**config.mk**
```make
export PLATFORM = sky130hd
export DESIGN_NAME = insn_fmt_decoder
export DESIGN_NICKNAME = d
export VERILOG_FILES = /design/src/rtl/ifd_pkg.sv /design/src/rtl/ifd_class.sv /design/src/rtl/ifd_operand.sv /design/src/rtl/ifd_stage.sv /design/src/rtl/insn_fmt_decoder.sv
export SDC_FILE = /design/constraint.sdc
export NUM_CORES = 1
export LEC_CHECK = 0
export BUFFER_PORTS_ARGS = -buffer_cell sky130_fd_sc_hd__buf_2
export CAP_MARGIN = 15
export CORE_AREA = 2 2 65 67
export DETAILED_ROUTE_END_ITERATION = 8
export DIE_AREA = 0 0 67 69
export GPL_ROUTABILITY_DRIVEN = 0
export GPL_TIMING_DRIVEN = 0
export HOLD_SLACK_MARGIN = 0.12
export PLACE_DENSITY = 0.88
export SKIP_LAST_GASP = 1
export SLEW_MARGIN = 40
export SYNTH_ARGS = -nofsm -noshare
export SYNTH_HDL_FRONTEND = slang
export SYNTH_SLANG_ARGS = --single-unit
```
**constraint.sdc**
```tcl
create_clock -name clk -period 5.1 [get_ports clk]
set_clock_uncertainty 0.2 [all_clocks]
set_input_delay 0.255 -clock clk [delete_from_list [all_inputs] [get_ports clk]]
set_output_delay 0.255 -clock clk [all_outputs]
set_load 0.01 [all_outputs]
```
**src/rtl/ifd_pkg.sv**
```systemverilog
`timescale 1ns/1ps
package ifd_pkg;
  localparam int unsigned WORD_W = 16;
  localparam int unsigned REG_W  = 4;
  localparam int unsigned OFF_W  = 10;

  typedef enum logic [1:0] {
    FMT_DUAL   = 2'd0,
    FMT_SINGLE = 2'd1,
    FMT_JUMP   = 2'd2,
    FMT_NONE   = 2'd3
  } fmt_e;

  typedef struct packed {
    fmt_e              fmt;
    logic              illegal;
    logic              reti;
    logic [3:0]        opcode;
    logic [REG_W-1:0]  src_reg;
    logic [REG_W-1:0]  dst_reg;
    logic [1:0]        src_mode;
    logic              dst_mode;
    logic              byte_op;
    logic              const_hit;
    logic [WORD_W-1:0] const_val;
    logic              src_abs;
    logic [1:0]        ext_words;
    logic [OFF_W-1:0]  jump_off;
  } dec_t;
endpackage

```
**src/rtl/ifd_class.sv**
```systemverilog
`timescale 1ns/1ps
module ifd_class
  import ifd_pkg::*;
#(
  parameter logic [WORD_W-1:0] RETI_WORD = 16'h1300
) (
  input  logic [WORD_W-1:0] word,
  output fmt_e              fmt,
  output logic              illegal,
  output logic              reti
);
  localparam int unsigned NIB_LSB = WORD_W - 4;

  logic [3:0] top_nib;
  assign top_nib = word[WORD_W-1:NIB_LSB];

  always_comb begin
    fmt     = FMT_DUAL;
    illegal = 1'b0;
    reti    = 1'b0;
    unique case (top_nib)
      4'h0: begin
        fmt     = FMT_NONE;
        illegal = 1'b1;
      end
      4'h1: begin
        if (word == RETI_WORD) begin
          fmt  = FMT_NONE;
          reti = 1'b1;
        end else begin
          fmt = FMT_SINGLE;
        end
      end
      4'h2, 4'h3: fmt = FMT_JUMP;
      default:    fmt = FMT_DUAL;
    endcase
  end
endmodule

```
**src/rtl/ifd_operand.sv**
```systemverilog
`timescale 1ns/1ps
module ifd_operand #(
  parameter int unsigned REG_W  = 4,
  parameter int unsigned DATA_W = 16,
  parameter int unsigned BYTE_W = 8,
  parameter int unsigned PC_REG = 0,
  parameter int unsigned SR_REG = 2,
  parameter int unsigned CG_REG = 3
) (
  input  logic              en,
  input  logic [1:0]        mode,
  input  logic [REG_W-1:0]  rnum,
  input  logic              byte_op,
  output logic              const_hit,
  output logic [DATA_W-1:0] const_val,
  output logic              abs_addr,
  output logic              ext
);
  localparam logic [REG_W-1:0]  PC_R = REG_W'(PC_REG);
  localparam logic [REG_W-1:0]  SR_R = REG_W'(SR_REG);
  localparam logic [REG_W-1:0]  CG_R = REG_W'(CG_REG);
  localparam logic [DATA_W-1:0] LOW_MASK = {{(DATA_W-BYTE_W){1'b0}}, {BYTE_W{1'b1}}};

  logic [DATA_W-1:0] raw;

  always_comb begin
    const_hit = 1'b0;
    raw       = '0;
    abs_addr  = 1'b0;
    ext       = 1'b0;
    if (en) begin
      if (rnum == CG_R) begin
        const_hit = 1'b1;
        unique case (mode)
          2'b00:   raw = '0;
          2'b01:   raw = DATA_W'(1);
          2'b10:   raw = DATA_W'(2);
          default: raw = '1;
        endcase
      end else if (rnum == SR_R) begin
        unique case (mode)
          2'b01: begin
            abs_addr = 1'b1;
            ext      = 1'b1;
          end
          2'b10: begin
            const_hit = 1'b1;
            raw       = DATA_W'(4);
          end
          2'b11: begin
            const_hit = 1'b1;
            raw       = DATA_W'(8);
          end
          default: ;
        endcase
      end else if (mode == 2'b01) begin
        ext = 1'b1;
      end else if (mode == 2'b11 && rnum == PC_R) begin
        ext = 1'b1;
      end
    end
    const_val = byte_op ? (raw & LOW_MASK) : raw;
  end
endmodule

```
**src/rtl/ifd_stage.sv**
```systemverilog
`timescale 1ns/1ps
module ifd_stage #(
  parameter int unsigned W = 8
) (
  input  logic         clk,
  input  logic         rst_n,
  input  logic         in_valid,
  output logic         in_ready,
  input  logic [W-1:0] in_data,
  output logic         out_valid,
  input  logic         out_ready,
  output logic [W-1:0] out_data
);
  assign in_ready = !out_valid || out_ready;

  always_ff @(posedge clk) begin
    if (!rst_n) begin
      out_valid <= 1'b0;
      out_data  <= '0;
    end else begin
      if (in_ready) out_valid <= in_valid;
      if (in_valid && in_ready) out_data <= in_data;
    end
  end
endmodule

```
**src/rtl/insn_fmt_decoder.sv**
```systemverilog
`timescale 1ns/1ps
module insn_fmt_decoder
  import ifd_pkg::*;
#(
  parameter int unsigned PC_REG = 0,
  parameter int unsigned SR_REG = 2,
  parameter int unsigned CG_REG = 3
) (
  input  logic        clk,
  input  logic        rst_n,
  input  logic        in_valid,
  output logic        in_ready,
  input  logic [15:0] in_word,
  output logic        out_valid,
  input  logic        out_ready,
  output logic [1:0]  out_fmt,
  output logic        out_illegal,
  output logic        out_reti,
  output logic [3:0]  out_opcode,
  output logic [3:0]  out_src_reg,
  output logic [3:0]  out_dst_reg,
  output logic [1:0]  out_src_mode,
  output logic        out_dst_mode,
  output logic        out_byte,
  output logic        out_const_hit,
  output logic [15:0] out_const_val,
  output logic        out_src_abs,
  output logic [1:0]  out_ext_words,
  output logic [9:0]  out_jump_off
);
  localparam int unsigned DEC_W = $bits(dec_t);

  fmt_e              fmt;
  logic              ill, reti;
  logic              op_en, op_hit, op_abs, op_ext, dst_ext;
  logic [REG_W-1:0]  op_reg;
  logic [WORD_W-1:0] op_val;
  dec_t              dec_d, dec_q;
  logic [DEC_W-1:0]  stage_q;

  ifd_class u_class (
    .word    (in_word),
    .fmt     (fmt),
    .illegal (ill),
    .reti    (reti)
  );

  assign op_en   = (fmt == FMT_DUAL) || (fmt == FMT_SINGLE);
  assign op_reg  = (fmt == FMT_DUAL) ? in_word[11:8] : in_word[3:0];
  assign dst_ext = (fmt == FMT_DUAL) && in_word[7];

  ifd_operand #(
    .REG_W  (REG_W),
    .DATA_W (WORD_W),
    .BYTE_W (WORD_W / 2),
    .PC_REG (PC_REG),
    .SR_REG (SR_REG),
    .CG_REG (CG_REG)
  ) u_src (
    .en        (op_en),
    .mode      (in_word[5:4]),
    .rnum      (op_reg),
    .byte_op   (in_word[6]),
    .const_hit (op_hit),
    .const_val (op_val),
    .abs_addr  (op_abs),
    .ext       (op_ext)
  );

  always_comb begin
    dec_d         = '0;
    dec_d.fmt     = fmt;
    dec_d.illegal = ill;
    dec_d.reti    = reti;
    unique case (fmt)
      FMT_DUAL: begin
        dec_d.opcode   = in_word[15:12];
        dec_d.src_reg  = in_word[11:8];
        dec_d.dst_reg  = in_word[3:0];
        dec_d.src_mode = in_word[5:4];
        dec_d.dst_mode = in_word[7];
        dec_d.byte_op  = in_word[6];
      end
      FMT_SINGLE: begin
        dec_d.opcode   = {1'b0, in_word[9:7]};
        dec_d.src_reg  = in_word[3:0];
        dec_d.dst_reg  = in_word[3:0];
        dec_d.src_mode = in_word[5:4];
        dec_d.byte_op  = in_word[6];
      end
      FMT_JUMP: begin
        dec_d.opcode   = {1'b0, in_word[12:10]};
        dec_d.jump_off = in_word[OFF_W-1:0];
      end
      default: ;
    endcase
    dec_d.const_hit = op_hit;
    dec_d.const_val = op_val;
    dec_d.src_abs   = op_abs;
    dec_d.ext_words = {1'b0, op_ext} + {1'b0, dst_ext};
  end

  ifd_stage #(.W(DEC_W)) u_stage (
    .clk       (clk),
    .rst_n     (rst_n),
    .in_valid  (in_valid),
    .in_ready  (in_ready),
    .in_data   (dec_d),
    .out_valid (out_valid),
    .out_ready (out_ready),
    .out_data  (stage_q)
  );

  assign dec_q         = dec_t'(stage_q);
  assign out_fmt       = dec_q.fmt;
  assign out_illegal   = dec_q.illegal;
  assign out_reti      = dec_q.reti;
  assign out_opcode    = dec_q.opcode;
  assign out_src_reg   = dec_q.src_reg;
  assign out_dst_reg   = dec_q.dst_reg;
  assign out_src_mode  = dec_q.src_mode;
  assign out_dst_mode  = dec_q.dst_mode;
  assign out_byte      = dec_q.byte_op;
  assign out_const_hit = dec_q.const_hit;
  assign out_const_val = dec_q.const_val;
  assign out_src_abs   = dec_q.src_abs;
  assign out_ext_words = dec_q.ext_words;
  assign out_jump_off  = dec_q.jump_off;
endmodule

```
Word level (Yosys, flattened, before mapping)
Cells that the tools add are included.
{"block": "classes", "addsub": 1, "eq_ne": 11, "n_mux": 30, "reduce_logical": 13}
{"cell": "two-way mux 16 bit", "count": 4}
{"cell": "one-hot mux 16 bit (3 select lines)", "count": 1}
{"cell": "one-hot mux 10 bit (2 select lines)", "count": 1}
{"cell": "two-way mux 1 bit", "count": 18}
{"cell": "equality test 16 x 13 -> 1 bit (second input constant)", "count": 1}
{"cell": "equality test 4 x 2 -> 1 bit (second input constant)", "count": 4}
{"cell": "one-hot mux 4 bit (3 select lines)", "count": 1}
{"cell": "two-way mux 10 bit", "count": 1}
{"cell": "logical NOT 4 bit", "count": 2}
{"cell": "one-hot mux 4 bit (2 select lines)", "count": 1}
{"cell": "equality test 2 bit (second input constant)", "count": 3}
{"cell": "one-hot mux 2 bit (3 select lines)", "count": 1}
{"cell": "OR reduction 2 bit", "count": 3}
{"cell": "equality test 2 x 1 -> 1 bit (second input constant)", "count": 2}
{"cell": "equality test 4 x 1 -> 1 bit (second input constant)", "count": 1}
{"cell": "logical NOT 2 bit", "count": 2}
{"cell": "two-way mux 4 bit", "count": 1}
{"cell": "logical AND 1 bit", "count": 3}
{"cell": "adder 1 x 1 -> 2 bit", "count": 1}
{"cell": "logical OR 1 bit", "count": 2}
{"cell": "two-way mux 2 bit", "count": 1}
{"cell": "logical NOT 1 bit", "count": 1}
{"block": "word_totals", "register_bits": 51, "inputBits": 20, "out_inout_bits": 52, "elab_cells": 57}

Depth between registers and ports, before layout
{"block": "depth", "ltp_word": 13, "mapped_depth": 9, "depth_no_buf": 8}

Cells and area by module
From an unflattened synthesis, not the netlist that was laid out.
{"block": "unflattened", "hier_cells": 307, "area_unflattened_um2": 2701.3}
{"mod": "ifd_stage", "n_inst": 1, "cells_each": 222, "area_per_inst_um2": 2085.8, "seq_area_each_um2": 1021.0}
{"mod": "insn_fmt_decoder", "n_inst": 1, "cells_each": 47, "area_per_inst_um2": 360.3, "seq_area_each_um2": 0.0}
{"mod": "ifd_operand", "n_inst": 1, "cells_each": 28, "area_per_inst_um2": 182.7, "seq_area_each_um2": 0.0}
{"mod": "ifd_class", "n_inst": 1, "cells_each": 10, "area_per_inst_um2": 72.6, "seq_area_each_um2": 0.0}

Worst setup path before layout
No wires, ideal clock.
{"block": "synth_timing", "kind": "input to register", "from": "input port in_word[0]", "to": "register u_stage.out_data[30]", "setup_ps": 116, "arrival_ps": 1540, "t_required_ps": 4784, "path_slack_ps": 3244, "cell_stages": 6, "cell_sequence": "or4_4 nor4_4 a31oi_2 buf_6 nand3_1 a21boi_1"}
{"block": "synth_via", "elab_chain_len": 6, "word_cells_on_any_way": 7, "classes_between": "eq/ne: 2; mux: 3; reduce/logical: 2"}
{"element": "from (decl)", "line_no": "insn_fmt_decoder.sv:13", "text": "input logic [15:0] in_word,"}
{"element": "equality test 16 x 13 -> 1 bit (*)", "line_no": "ifd_class.sv:27", "text": "if (word == RETI_WORD) begin"}
{"element": "two-way mux 2 bit (*)", "line_no": "ifd_class.sv:27"}
{"element": "one-hot mux 2 bit (3 select lines) (*)", "line_no": "ifd_class.sv:21", "text": "unique case (top_nib)"}
{"element": "equality test 2 x 1 -> 1 bit or logical NOT 2 bit (tied branches)", "line_no": "insn_fmt_decoder.sv:75", "text": "unique case (fmt)"}
{"element": "OR reduction 2 bit (no source line) (*)"}
{"element": "two-way mux 1 bit (*)", "line_no": "insn_fmt_decoder.sv:75"}
{"element": "to (signal assigned)", "line_no": "ifd_stage.sv:22", "text": "if (in_valid && in_ready) out_data <= in_data;"}
{"element": "to (decl)", "line_no": "ifd_stage.sv:12", "text": "output logic [W-1:0] out_data"}
Every way passes the cells marked *; elsewhere a longest branch is shown, timed or not.
A chain may end at the register's enable or synchronous reset.

==> results.json <==
{
  "numCtsBuffers": 5,
  "grt_pass1_vias": 1759,
  "dr.first_iter.drc_count": 149,
  "synth_common_cells": "41 x dfxtp_1, 30 x nand2_1, 18 x nor2b_1",
  "tritoncts": "yes",
  "ys_seq_area_share_pct": 42.9,
  "cp_max_fo": 9,
  "cp-startpoint": "in_word[15]",
  "crit_arrival_ns": 2.52,
  "synthCells": 220,
  "synth_fp_nets": 241,
  "max_freq_mhz": 400,
  "hold_viol": 0,
  "syn_to_final_growth_pct": 33.2,
  "final_area_um2": 2550,
  "core_area_um2": 3910,
  "io_pins": 72,
  "crit_type": "primary input to flop",
  "leakage_nw": 1.13,
  "via_per_inst": 5.42,
  "ir_drop_mv": 0.237,
  "holdWs_ns": 0.138,
  "htree_num_levels": 2,
  "final_cells": 358,
  "drv_slew": 0,
  "start_util_pct": 48.9,
  "tns_ns": 0,
  "whs_endpoint": "u_stage.out_data[43]",
  "nNetsFinal": 328,
  "std_cell_rows": 23,
  "synth_enable_flop_cells": 0,
  "placed_cells": 339,
  "wl_per_cell_um": 14.7,
  "synth_area_leader_cell": "dfxtp_1",
  "yosysWarnings": 0,
  "die_x_um": 67,
  "avgSynthCellArea_um2": 8.70,
  "holdCritPathClass": "primary input to flop",
  "status": "finished, final reports clean",
  "netlist.area_leader.share_pct": 42.9,
  "grt_usage_pct": 23.4,
  "ant_nets": 0,
  "dieArea_um2": 4620,
  "cts_root_buffer": "clkbuf_8",
  "syn_area_um2": 1910,
  "clock_path_buffers": 2,
  "hold_start": "in_word[11]",
  "drv_cap": 0,
  "wl_mm": 5.28,
  "synth_area_leaders": "dfxtp_1 43%, nand2_1 5.9%, nor2b_1 5.9%",
  "num_antenna_cells": 0,
  "synth_ff_type": "dfxtp_1",
  "end_kind": "flop",
  "period_needed_ns": 2.50,
  "ys_async_sr_fraction_pct": 0,
  "worstReg2RegEnd": "u_stage.out_data[9]",
  "setup_violations": 0,
  "worstMarginPinSlew_ns": 0.719,
  "yosysMostFrequentCell": "dfxtp_1",
  "clock_sinks": 41,
  "grt_pass1_wl_mm": 8.27,
  "cp.required_ns": 5.12,
  "ys_types": 42,
  "r2r_slack_ns": 2.97,
  "fp.dieH_um": 69,
  "fillers": 353,
  "drc": 0,
  "path_clk_slew_ns": 0.07,
  "drive_above_1_share_pct": 31.5,
  "io_buffers": 69,
  "powerDensity_nw_per_um2": 279,
  "clock_latency_ns": 0.29,
  "synth_seq_cells": 41,
  "dr.pass1.iters": 4,
  "slew_headroom_pct": 51.9,
  "grt_max_degree": 13,
  "start_kind": "primary input",
  "gr-total-overflow": 0,
  "fin_crit_sh_pct": 49.1,
  "place_area_um2": 2320,
  "r2r-start": "u_stage.out_valid",
  "holdPathStages": 3,
  "dp_hpwl_mm": 3.70,
  "cts_resized": 0,
  "antenna_found_initial": 0,
  "rsz0062_at_grt": "false",
  "r2r.worst_path.cells": 5,
  "vias": 1940
}
-- cell usage in the layout (no fill, tap or decap), drive strengths merged, types with 2 or more instances in the layout --
cell | synthesis | layout
clkbuf | 11 | 18
dfxtp | 41 | 41
nand2b | 3 | 3
a21oi | 8 | 8
nand4 | 2 | 2
nand2 | 30 | 30
nor2b | 18 | 18
mux2i | 2 | 2
nor2 | 9 | 9
a31oi | 2 | 2
buf | 13 | 82
nor4 | 5 | 5
nand3 | 16 | 16
and3 | 2 | 2
o211ai | 2 | 2
o21ai | 5 | 5
and2 | 2 | 2
dlygate4sd3 | 0 | 11
a22oi | 14 | 14
inv | 4 | 4
a21boi | 19 | 19
-- area by class of cell --
type / instances / area (µm²) / share of cell area [%]
buffer: 24 / 138 / 5.40
clock buffer: 7 / 86.3 / 3.39
clock inverter: 1 / 30.0 / 1.18
inverter: 4 / 15.0 / 0.589
multi-input combinational: 151 / 940 / 36.9
sequential: 41 / 821 / 32.2
tap: 50 / 62.6 / 2.46
timing repair buffer: 80 / 455 / 17.9
-- worst max path at each step --
stage / endpoint / depth (start not counted) / slack [ns]
global placement: u_stage.out_data[10] / 9 / 2.90
global route: u_stage.out_data[10] / 10 / 2.46
floorplan: u_stage.out_data[30] / 6 / 3.24
detailed placement: u_stage.out_data[10] / 9 / 2.88
finish: u_stage.out_data[10] / 10 / 2.60
CTS: u_stage.out_data[10] / 10 / 2.63
-- state kept, by name, summed over array words and instances, names as in the netlist --
name / flops
u_stage.out_valid: 1
u_stage.out_data: 40
-- report_power, final --
part	internal [mW]	switching [mW]	total [mW]	leakage, nW
logic	0.0422	0.0631	0.105	0.743
clock network	0.160	0.108	0.268	0.0585
registers	0.331	0.00561	0.337	0.334
total	0.533	0.177	0.710	1.13
-- kinds of logic (layout without fill, tap and decap cells) --
family | count (synthesis) | in the layout | synth area share, %
AND/OR/NAND/NOR | 91 | 91 | 25.9
buffers and inverters | 28 | 116 | 7.98
flip-flops | 41 | 41 | 42.9
AO/OA/AOI/OAI | 56 | 56 | 21.1
adder cells (fa/ha/maj) | 1 | 1 | 0.654
multiplexers | 2 | 2 | 1.05
XOR/XNOR | 1 | 1 | 0.458
-- per-stage QoR --
stage	power (mW)	util, %	setup WS (ns)
CTS	0.711	65.1	2.63
global route	0.736	65.1	2.46
finish	0.710	65.1	2.60
floorplan	0.401	-	3.24
global placement	0.438	59.3	2.90
detailed placement	0.440	59.3	2.88
-- critical path, stage by stage --
cell           delay [ns]
dlygate4sd3_1        0.53
buf_2                0.16
nor2_4               0.23
mux2i_1              0.19
nor2_1               0.41
nor2_1               0.07
o21a_1               0.20
ha_1                 0.26
nand2_1              0.06
a21boi_0             0.14
-- timing repair --
action | CTS | global route
setup buffers | 0 | 0
hold buffers | 11 | 0
endpoints found under the hold margin | 18 | 0
-- layer usage --
| layer | track usage [%] | vias up | wire length (µm) |
|---|---|---|---|
| met5 | 0 | - | 0 |
| met4 | 11.8 | 0 | 245 |
| met3 | 6.53 | 24 | 483 |
| met2 | 36.4 | 114 | 2460 |
| met1 | 28.9 | 863 | 2090 |
| li1 | - | 939 | - |
(Power assumes the default switching activity.)
